File: config.mk
export PLATFORM = sky130hd
export DESIGN_NAME = cpu_timing_gen
export DESIGN_NICKNAME = d
export VERILOG_FILES = /design/src/rtl/ctg_pkg.sv /design/src/rtl/ctg_src_select.sv /design/src/rtl/ctg_phase_fsm.sv /design/src/rtl/ctg_ready_merge.sv /design/src/rtl/ctg_edge_sync.sv /design/src/rtl/cpu_timing_gen.sv
export SDC_FILE = /design/constraint.sdc
export NUM_CORES = 1
export LEC_CHECK = 0
export BUFFER_PORTS_ARGS = -buffer_cell sky130_fd_sc_hd__buf_2
export CAP_MARGIN = 40
export CELL_PAD_IN_SITES_DETAIL_PLACEMENT = 0
export CELL_PAD_IN_SITES_GLOBAL_PLACEMENT = 1
export CORE_MARGIN = 2
export CORE_UTILIZATION = 25
export DETAILED_ROUTE_END_ITERATION = 7
export PLACE_DENSITY_LB_ADDON = 0.2
export SYNTH_ARGS = -nofsm -noshare
export SYNTH_HDL_FRONTEND = slang
export SYNTH_SLANG_ARGS = --single-unit
File: constraint.sdc
create_clock -name clk_ref -period 1.5 [get_ports clk_ref]
set_input_delay 0 -clock clk_ref [delete_from_list [all_inputs] [get_ports clk_ref]]
set_output_delay 0 -clock clk_ref [all_outputs]
set_load 0.1 [all_outputs]
File: src/rtl/ctg_pkg.sv
package ctg_pkg;
    typedef enum logic [1:0] {
        PH_HIGH  = 2'd0,
        PH_LOW_A = 2'd1,
        PH_LOW_B = 2'd2
    } ctg_phase_e;
endpackage

File: src/rtl/ctg_src_select.sv
module ctg_src_select (
    input  logic freq_sel,
    input  logic xtal_en,
    input  logic ext_en,
    input  logic csync,
    output logic tick,
    output logic hold
);
    // one tick source at a time; R5: alignment only on the external path
    assign tick = freq_sel ? ext_en : xtal_en;
    assign hold = freq_sel & csync;
endmodule

File: src/rtl/ctg_phase_fsm.sv
module ctg_phase_fsm
    import ctg_pkg::*;
(
    input  logic clk,
    input  logic rst_n,
    input  logic tick,
    input  logic hold,
    output logic cpu_clk,
    output logic per_clk,
    output logic rise_en
);
    ctg_phase_e state_q;
    ctg_phase_e state_n;
    logic       cpu_clk_q;
    logic       per_clk_q;

    // next-state decode
    always_comb begin
        state_n = state_q;
        if (hold) begin
            state_n = PH_LOW_B;
        end else if (tick) begin
            unique case (state_q)
                PH_HIGH:  state_n = PH_LOW_A;
                PH_LOW_A: state_n = PH_LOW_B;
                PH_LOW_B: state_n = PH_HIGH;
                default:  state_n = PH_LOW_B;
            endcase
        end
    end

    // a CPU clock rise happens on the tick that leaves PH_LOW_B
    assign rise_en = tick && !hold && (state_q == PH_LOW_B);

    // state register
    always_ff @(posedge clk or negedge rst_n) begin
        if (!rst_n) begin
            state_q <= PH_LOW_B;
        end else begin
            state_q <= state_n;
        end
    end

    // registered outputs, so the clocks leave flops without decode glitches
    always_ff @(posedge clk or negedge rst_n) begin
        if (!rst_n) begin
            cpu_clk_q <= 1'b0;
            per_clk_q <= 1'b0;
        end else begin
            cpu_clk_q <= (state_n == PH_HIGH);
            if (hold) begin
                per_clk_q <= 1'b0;
            end else if (rise_en) begin
                per_clk_q <= ~per_clk_q;
            end
        end
    end

    assign cpu_clk = cpu_clk_q;
    assign per_clk = per_clk_q;
endmodule

File: src/rtl/ctg_ready_merge.sv
module ctg_ready_merge #(
    parameter int NUM_CH = 2
) (
    input  logic [NUM_CH-1:0] rdy,
    input  logic [NUM_CH-1:0] aen_n,
    output logic              any_rdy
);
    logic [NUM_CH-1:0] qual;

    genvar g;
    generate
        for (g = 0; g < NUM_CH; g++) begin : g_chan
            assign qual[g] = rdy[g] & ~aen_n[g];
        end
    endgenerate

    assign any_rdy = |qual;
endmodule

File: src/rtl/ctg_edge_sync.sv
module ctg_edge_sync #(
    parameter int   STAGES  = 2,
    parameter logic RST_VAL = 1'b0
) (
    input  logic clk,
    input  logic rst_n,
    input  logic en,
    input  logic d,
    output logic q
);
    logic [STAGES-1:0] sr;

    genvar g;
    generate
        for (g = 0; g < STAGES; g++) begin : g_stage
            if (g == 0) begin : g_first
                always_ff @(posedge clk or negedge rst_n) begin
                    if (!rst_n) begin
                        sr[g] <= RST_VAL;
                    end else if (en) begin
                        sr[g] <= d;
                    end
                end
            end else begin : g_next
                always_ff @(posedge clk or negedge rst_n) begin
                    if (!rst_n) begin
                        sr[g] <= RST_VAL;
                    end else if (en) begin
                        sr[g] <= sr[g-1];
                    end
                end
            end
        end
    endgenerate

    assign q = sr[STAGES-1];
endmodule

File: src/rtl/cpu_timing_gen.sv
module cpu_timing_gen #(
    parameter int SYNC_STAGES = 2
) (
    input  logic clk_ref,
    input  logic sys_rst_n,
    input  logic freq_sel,
    input  logic xtal_en,
    input  logic ext_en,
    input  logic csync,
    input  logic reset_req_n,
    input  logic rdy_a,
    input  logic aen_a_n,
    input  logic rdy_b,
    input  logic aen_b_n,
    output logic cpu_clk,
    output logic per_clk,
    output logic cpu_rst,
    output logic cpu_ready
);
    localparam int NUM_RDY = 2;

    logic               tick;
    logic               hold;
    logic               rise_en;
    logic               raw_rdy;
    logic [NUM_RDY-1:0] rdy_vec;
    logic [NUM_RDY-1:0] aen_vec;

    assign rdy_vec = {rdy_b, rdy_a};
    assign aen_vec = {aen_b_n, aen_a_n};

    ctg_src_select u_sel (
        .freq_sel (freq_sel),
        .xtal_en  (xtal_en),
        .ext_en   (ext_en),
        .csync    (csync),
        .tick     (tick),
        .hold     (hold)
    );

    ctg_phase_fsm u_fsm (
        .clk      (clk_ref),
        .rst_n    (sys_rst_n),
        .tick     (tick),
        .hold     (hold),
        .cpu_clk  (cpu_clk),
        .per_clk  (per_clk),
        .rise_en  (rise_en)
    );

    ctg_ready_merge #(.NUM_CH(NUM_RDY)) u_merge (
        .rdy      (rdy_vec),
        .aen_n    (aen_vec),
        .any_rdy  (raw_rdy)
    );

    ctg_edge_sync #(.STAGES(SYNC_STAGES), .RST_VAL(1'b0)) u_rdy_sync (
        .clk      (clk_ref),
        .rst_n    (sys_rst_n),
        .en       (rise_en),
        .d        (raw_rdy),
        .q        (cpu_ready)
    );

    ctg_edge_sync #(.STAGES(SYNC_STAGES), .RST_VAL(1'b1)) u_rst_sync (
        .clk      (clk_ref),
        .rst_n    (sys_rst_n),
        .en       (rise_en),
        .d        (~reset_req_n),
        .q        (cpu_rst)
    );
endmodule

==> reports/metrics.yaml, run 1 <==
via_count: 317
final_area_um2: 549.3
cts.sinks: 8
clock_skew_ns: 0.009399
fin_crit_ns: 1.307
max_freq_mhz: 764.9
max_cap_viol_count: 0
fin_hold_ws_ns: 0.1156
grt_first_pass_wirelength_um: 1248
cts_root_buf: "clkbuf_4"
portBuffers: 14
synth-xor-area-share_pct: 0
dieArea_um2: 1993
utilization_pct: 36.04
antenna_found_initial: 0
drcViolationCount: 0
first_pass_iters: 2
critical_path_arrival_ns: 1.45
hold_path.class: "in2async"
avgSynthCellArea_um2: 11.80
cts_resized: 0
cts_htree_levels: 1
dp.cells: 65
finalWirelength_um: 740
post-route-period-util_pct: 87.16
drtIter0Drc: 3
synth_nets: 46
synthSimpleGateAreaFrac_pct: 10.30
grt_max_degree: 9
leakagePower_nw: 0.2743
netlist_area_um2: 412.9
synthMuxAreaShare_pct: 13.33
layout-drive-gt1-share_pct: 49.09
path_class: "reg2reg"
cts_inserted_buffers: 3
worstPathMaxFanout: 5
startpoint_type: "flop"
start_util_pct: 27.09
grt_pass1_vias: 327
syn_inst: 35
synth_top_family_by_area: "compound AO/OA/AOI/OAI gates"
power.total_uw: 975.2
crit_required_ns: 1.64
ctsLongestPathBuffers: 2
finalNonFillerCells: 71
end_kind: "flop"
die_w_um: 44.64
die_y_um: 44.64
rsz0062_at_grt: "no"
core-area_um2: 1524
ios: 15
worstSkewPairLatency_ns: 0.25
fin_nets: 67
area_delta_synth_final_pct: 33.03
tns_ns: 0
seq_area_frac_synth_pct: 49.39
dpl_worst_slack_ns: 0.1903
synth_cell_types: 19
yosysWarnings: 0
status: "finished, final reports clean"
tightest_slew_ns: 0.4858
cts_tree: "built"
power_density_nw_per_um2: 1776
reg2reg_slack_ns: 0.19
dp_hpwl_um: 593.7
grt.total_usage_pct: 9.167
rows: 14
antenna_cells: 0
relSlewSlack_pct: 67.84
synth_fa_ha_area_share_pct: 0
finalHoldViolCount: 0
antenna_left: 0
ir_drop_v: 0.0009360
overflow: 0
gp_congestion: 0.6347
fin_ws_ns: 0.1926
final-max-slew-violation-count: 0
wl_per_cell_um: 10.42
dpl-instance-area_um2: 503.0
synth_compound_area_share_pct: 22.42
setup_viol_count_final: 0
routed_via_density: 4.465
ys_ff_latch: 8
clk_pin_slew_worst_paths_ns: 0.06
-- sequential cells by signal, indices dropped and copies added (netlist names) --
register       flops
u_rdy_sync.q       1
u_fsm.per_clk      1
u_fsm.cpu_clk      1
u_rdy_sync.sr      1
u_fsm.state_q      2
u_rst_sync.q       1
u_rst_sync.sr      1
-- cell type report --
type                            count  area (um2)
Fill cell                         174       974.7
Clock buffer                        4       26.28
Tap cell                           16       20.02
Sequential cell                     8       203.9
Inverter                            5       18.77
Multi-Input combinational cell     22       190.2
Timing Repair Buffer               16       90.09
-- worst max-delay path: stages, from the launching register on --
cell and delay [ns]:
dfstp_2 0.53, and2b_1 0.20, o21a_4 0.18, mux2_4 0.29
-- final timing paths --
kind | from | to | depth (start not counted)
setup / recovery | u_fsm.state_q[1] | u_rdy_sync.q | 3
hold / removal | sys_rst_n | u_rdy_sync.sr[0] | 2
setup reg to reg | u_fsm.state_q[1] | u_rdy_sync.q | 3
hold reg to reg | u_rst_sync.sr[0] | u_rst_sync.sr[0] | 2
max in group asynchronous | sys_rst_n | u_fsm.state_q[1] | 2
min in group clk_ref | xtal_en | u_fsm.per_clk | 3
-- report_power, final --
| part | switching (mW) | internal (mW) |
|---|---|---|
| Sequential | 0.0355 | 0.297 |
| Combinational | 0.340 | 0.126 |
| Clock | 0.0748 | 0.102 |
-- placed cells by master, fill, tap and decap left out, drive strengths merged, types with 2 or more instances in the layout --
master        n
dfrtp         5
o21ai         2
inv           5
mux2          3
a31oi         2
buf          14
o22a          3
clkbuf        4
o22ai         2
dfstp         3
dlygate4sd3   2
-- cells in the mapped netlist --
master / n / area, um2
dfstp_2: 3 / 78.83
o21a_4: 1 / 15.01
mux2i_1: 1 / 10.01
o21ai_0: 2 / 10.01
nor2b_1: 1 / 6.260
o22ai_1: 2 / 12.51
nand2b_1: 1 / 6.260
and2b_1: 1 / 7.510
inv_1: 5 / 18.77
mux2_4: 3 / 45.04
o22a_1: 2 / 17.52
and3b_4: 1 / 12.51
a31oi_1: 2 / 12.51
o21bai_1: 1 / 7.510
dfrtp_1: 5 / 125.1
o22a_2: 1 / 10.01
or2_2: 1 / 6.260
a21boi_0: 1 / 7.510
nor2_1: 1 / 3.750
-- logic make-up after synthesis --
kind of cell / count (synthesis)
simple gates: 6
flops: 8
mux: 4
compound gates: 12
buf+inv: 5
-- per-layer routing --
layer  GRT usage [%]  up-vias  wire length (um)
met3           3.673        2                36
met2           12.75        8               319
met1           11.03      142               378
met4           7.273        0                 6
li1                -      165                 -
met5               0        -                 0
-- timing repair --
item,4_1_cts,5_1_grt
buffers inserted,0,0
endpoints found under the hold margin,9,0
hold buffers,2,0
Note: power is estimated with default switching activity, not from simulation.
==> inputs of run 2 (changes only) <==
- SLEW_MARGIN: not set -> 20
- clock period: 1.5 -> 1.27 ns (I/O delays scaled with it)
==> run 2 against run 1 <==
Net effect:
- sequential share of layout area shrank 0.85 points
- wire length is 3.8% lower
- highest routed layer is now met3
- critical path depth unchanged
- sequential power rose by 18%
- via count up 1.3%
- critical endpoint unchanged
- combinational power is 22% higher
==> reports/metrics.yaml, run 2 (synthesized netlist as in run 1, its figures left out) <==
dieArea_um2: 1993  # unchanged
drcViolationCount: 0  # unchanged
antenna_found_initial: 0  # unchanged
wl_per_cell_um: 9.753  # -6.4%
final_common_cell: "buf_2"
path_class: "reg2reg"
core-area_um2: 1524  # unchanged
ir_drop_v: 0.001025  # +9.5%
portBuffers: 14  # unchanged
power.total_mw: 1.161  # +19%
area_delta_synth_final_pct: 36.97
antenna_cells: 0  # unchanged
first_pass_iters: 3  # +1
utilization_pct: 37.11  # +1.1 points
top_register: "u_fsm.state_q"
largest_reg_flops: 2  # unchanged
start_util_pct: 27.09  # unchanged
dp_hpwl_um: 586.9  # -1.1%
status: "finished, final reports clean"
clk_pin_slew_worst_paths_ns: 0.06  # about the same
overflow: 0  # unchanged
relSlewSlack_pct: 67.98  # +0.14 points
finalWirelength_um: 712  # -3.8%
ios: 15  # unchanged
setup_viol_count_final: 0  # unchanged
cts_root_buf: "clkbuf_4"
cts_htree_levels: 1  # unchanged
fin_ws_ns: 0.01818  # -0.1744 ns
worstPathMaxFanout: 3  # -2
dpl_worst_slack_ns: 0.01122  # -0.1790 ns
power_density_nw_per_um2: 2052  # +16%
ctsLongestPathBuffers: 2  # unchanged
end_kind: "flop"
fill_cells: 159  # -8.6%
rows: 14  # unchanged
post_cts_buffers: 0  # unchanged
fin_nets: 69  # +3.0%
tightest_slew_ns: 0.4837  # -0.002113 ns
dpl-instance-area_um2: 519.2  # +3.2%
startpoint_type: "flop"
die_w_um: 44.64  # unchanged
worstSkewPairLatency_ns: 0.25  # about the same
cts_tree: "built"
hold_path.class: "in2async"
grt_pass1_vias: 301  # -8.0%
grt_first_pass_wirelength_um: 1173  # -6.0%
grt_max_degree: 9  # unchanged
critical_path_arrival_ns: 1.39  # -0.06 ns
antenna_left: 0  # unchanged
max_freq_mhz: 798.8  # +4.4%
grt.total_usage_pct: 8.256  # -0.91 points
drtIter0Drc: 2  # -1
cts_inserted_buffers: 3  # unchanged
final-max-slew-violation-count: 0  # unchanged
routed_via_density: 4.397  # -1.5%
max_cap_viol_count: 0  # unchanged
leakagePower_nw: 0.2830  # +3.2%
via_count: 321  # +1.3%
crit_required_ns: 1.41  # -0.23 ns
cts.sinks: 8  # unchanged
post-route-period-util_pct: 98.57  # +11 points
gp_congestion: 0.7061  # +11%
die_y_um: 44.64  # unchanged
layout-drive-gt1-share_pct: 52.63  # +3.5 points
clock_skew_ns: 0.01179  # +0.002391 ns
finalHoldViolCount: 0  # unchanged
final_area_um2: 565.5  # +3.0%
layout_common_cells: "buf_2 (14), inv_1 (5), dfrtp_1 (4)"
fin_crit_ns: 1.252  # -0.05559 ns
rsz0062_at_grt: "yes"
run 2: final cells by class:
| cell class | instances | area (um2) | area share [%] |
|---|---|---|---|
| multi-input combinational | 22 | 190.2 | 33.63 |
| sequential | 8 | 205.2 | 36.28 |
| inverter | 5 | 18.77 | 3.319 |
| tap | 16 | 20.02 | 3.540 |
| timing repair buffer | 18 | 105.1 | 18.58 |
| clock buffer | 4 | 26.28 | 4.646 |
run 2: timing repair:
item | in CTS | in global routing
endpoints found under the setup margin | 0 | 2
resized for setup | 0 | 0
hold buffers | 2 | 0
endpoints found under the hold margin | 9 | 0
run 2: worst paths after layout:
path | startpoint | endpoint | slack, ns | depth (start not counted)
max | u_fsm.state_q[1] | u_rdy_sync.q | 0.02 | 3
max in group asynchronous | sys_rst_n | u_fsm.state_q[1] | 0.92 | 2
min reg2reg | u_rst_sync.sr[0] | u_rst_sync.sr[0] | 0.47 | 2
min | sys_rst_n | u_rdy_sync.sr[0] | 0.11 | 2
min in group clk_ref | xtal_en | u_fsm.per_clk | 0.13 | 3
max reg2reg | u_fsm.state_q[1] | u_rdy_sync.q | 0.02 | 3
run 2: report_power, final:
group	internal (mW)	switching [mW]	total [mW]
Clock	0.120	0.0825	0.202
Combinational	0.162	0.406	0.567
Sequential	0.352	0.0396	0.391
Total	0.633	0.528	1.16
run 2: worst max-delay path, cell delays in order, from the launching register on:
cell     delay, ns
dfstp_2       0.53
and2b_1       0.16
o21a_4        0.16
mux2_4        0.30
run 2: metrics by stage:
step | hold WS, ns | std cells | setup TNS [ns]
3_3_place_gp | -0.1470 | 67 | 0
5_1_grt | 0.1265 | 73 | -0.02110
3_5_place_dp | -0.1489 | 67 | 0
4_1_cts | 0.1014 | 73 | 0
2_1_floorplan | -0.2956 | 35 | 0
6_report | 0.1059 | 73 | 0
run 2: routing by layer:
| layer | vias to the layer above | track usage (%) | routed length, um |
|---|---|---|---|
| met3 | 0 | 2.449 | 38 |
| met1 | 146 | 10.58 | 324 |
| met2 | 8 | 11.88 | 349 |
| met4 | 0 | 5.455 | 0 |
| met5 | - | 0 | 0 |
| li1 | 167 | - | - |
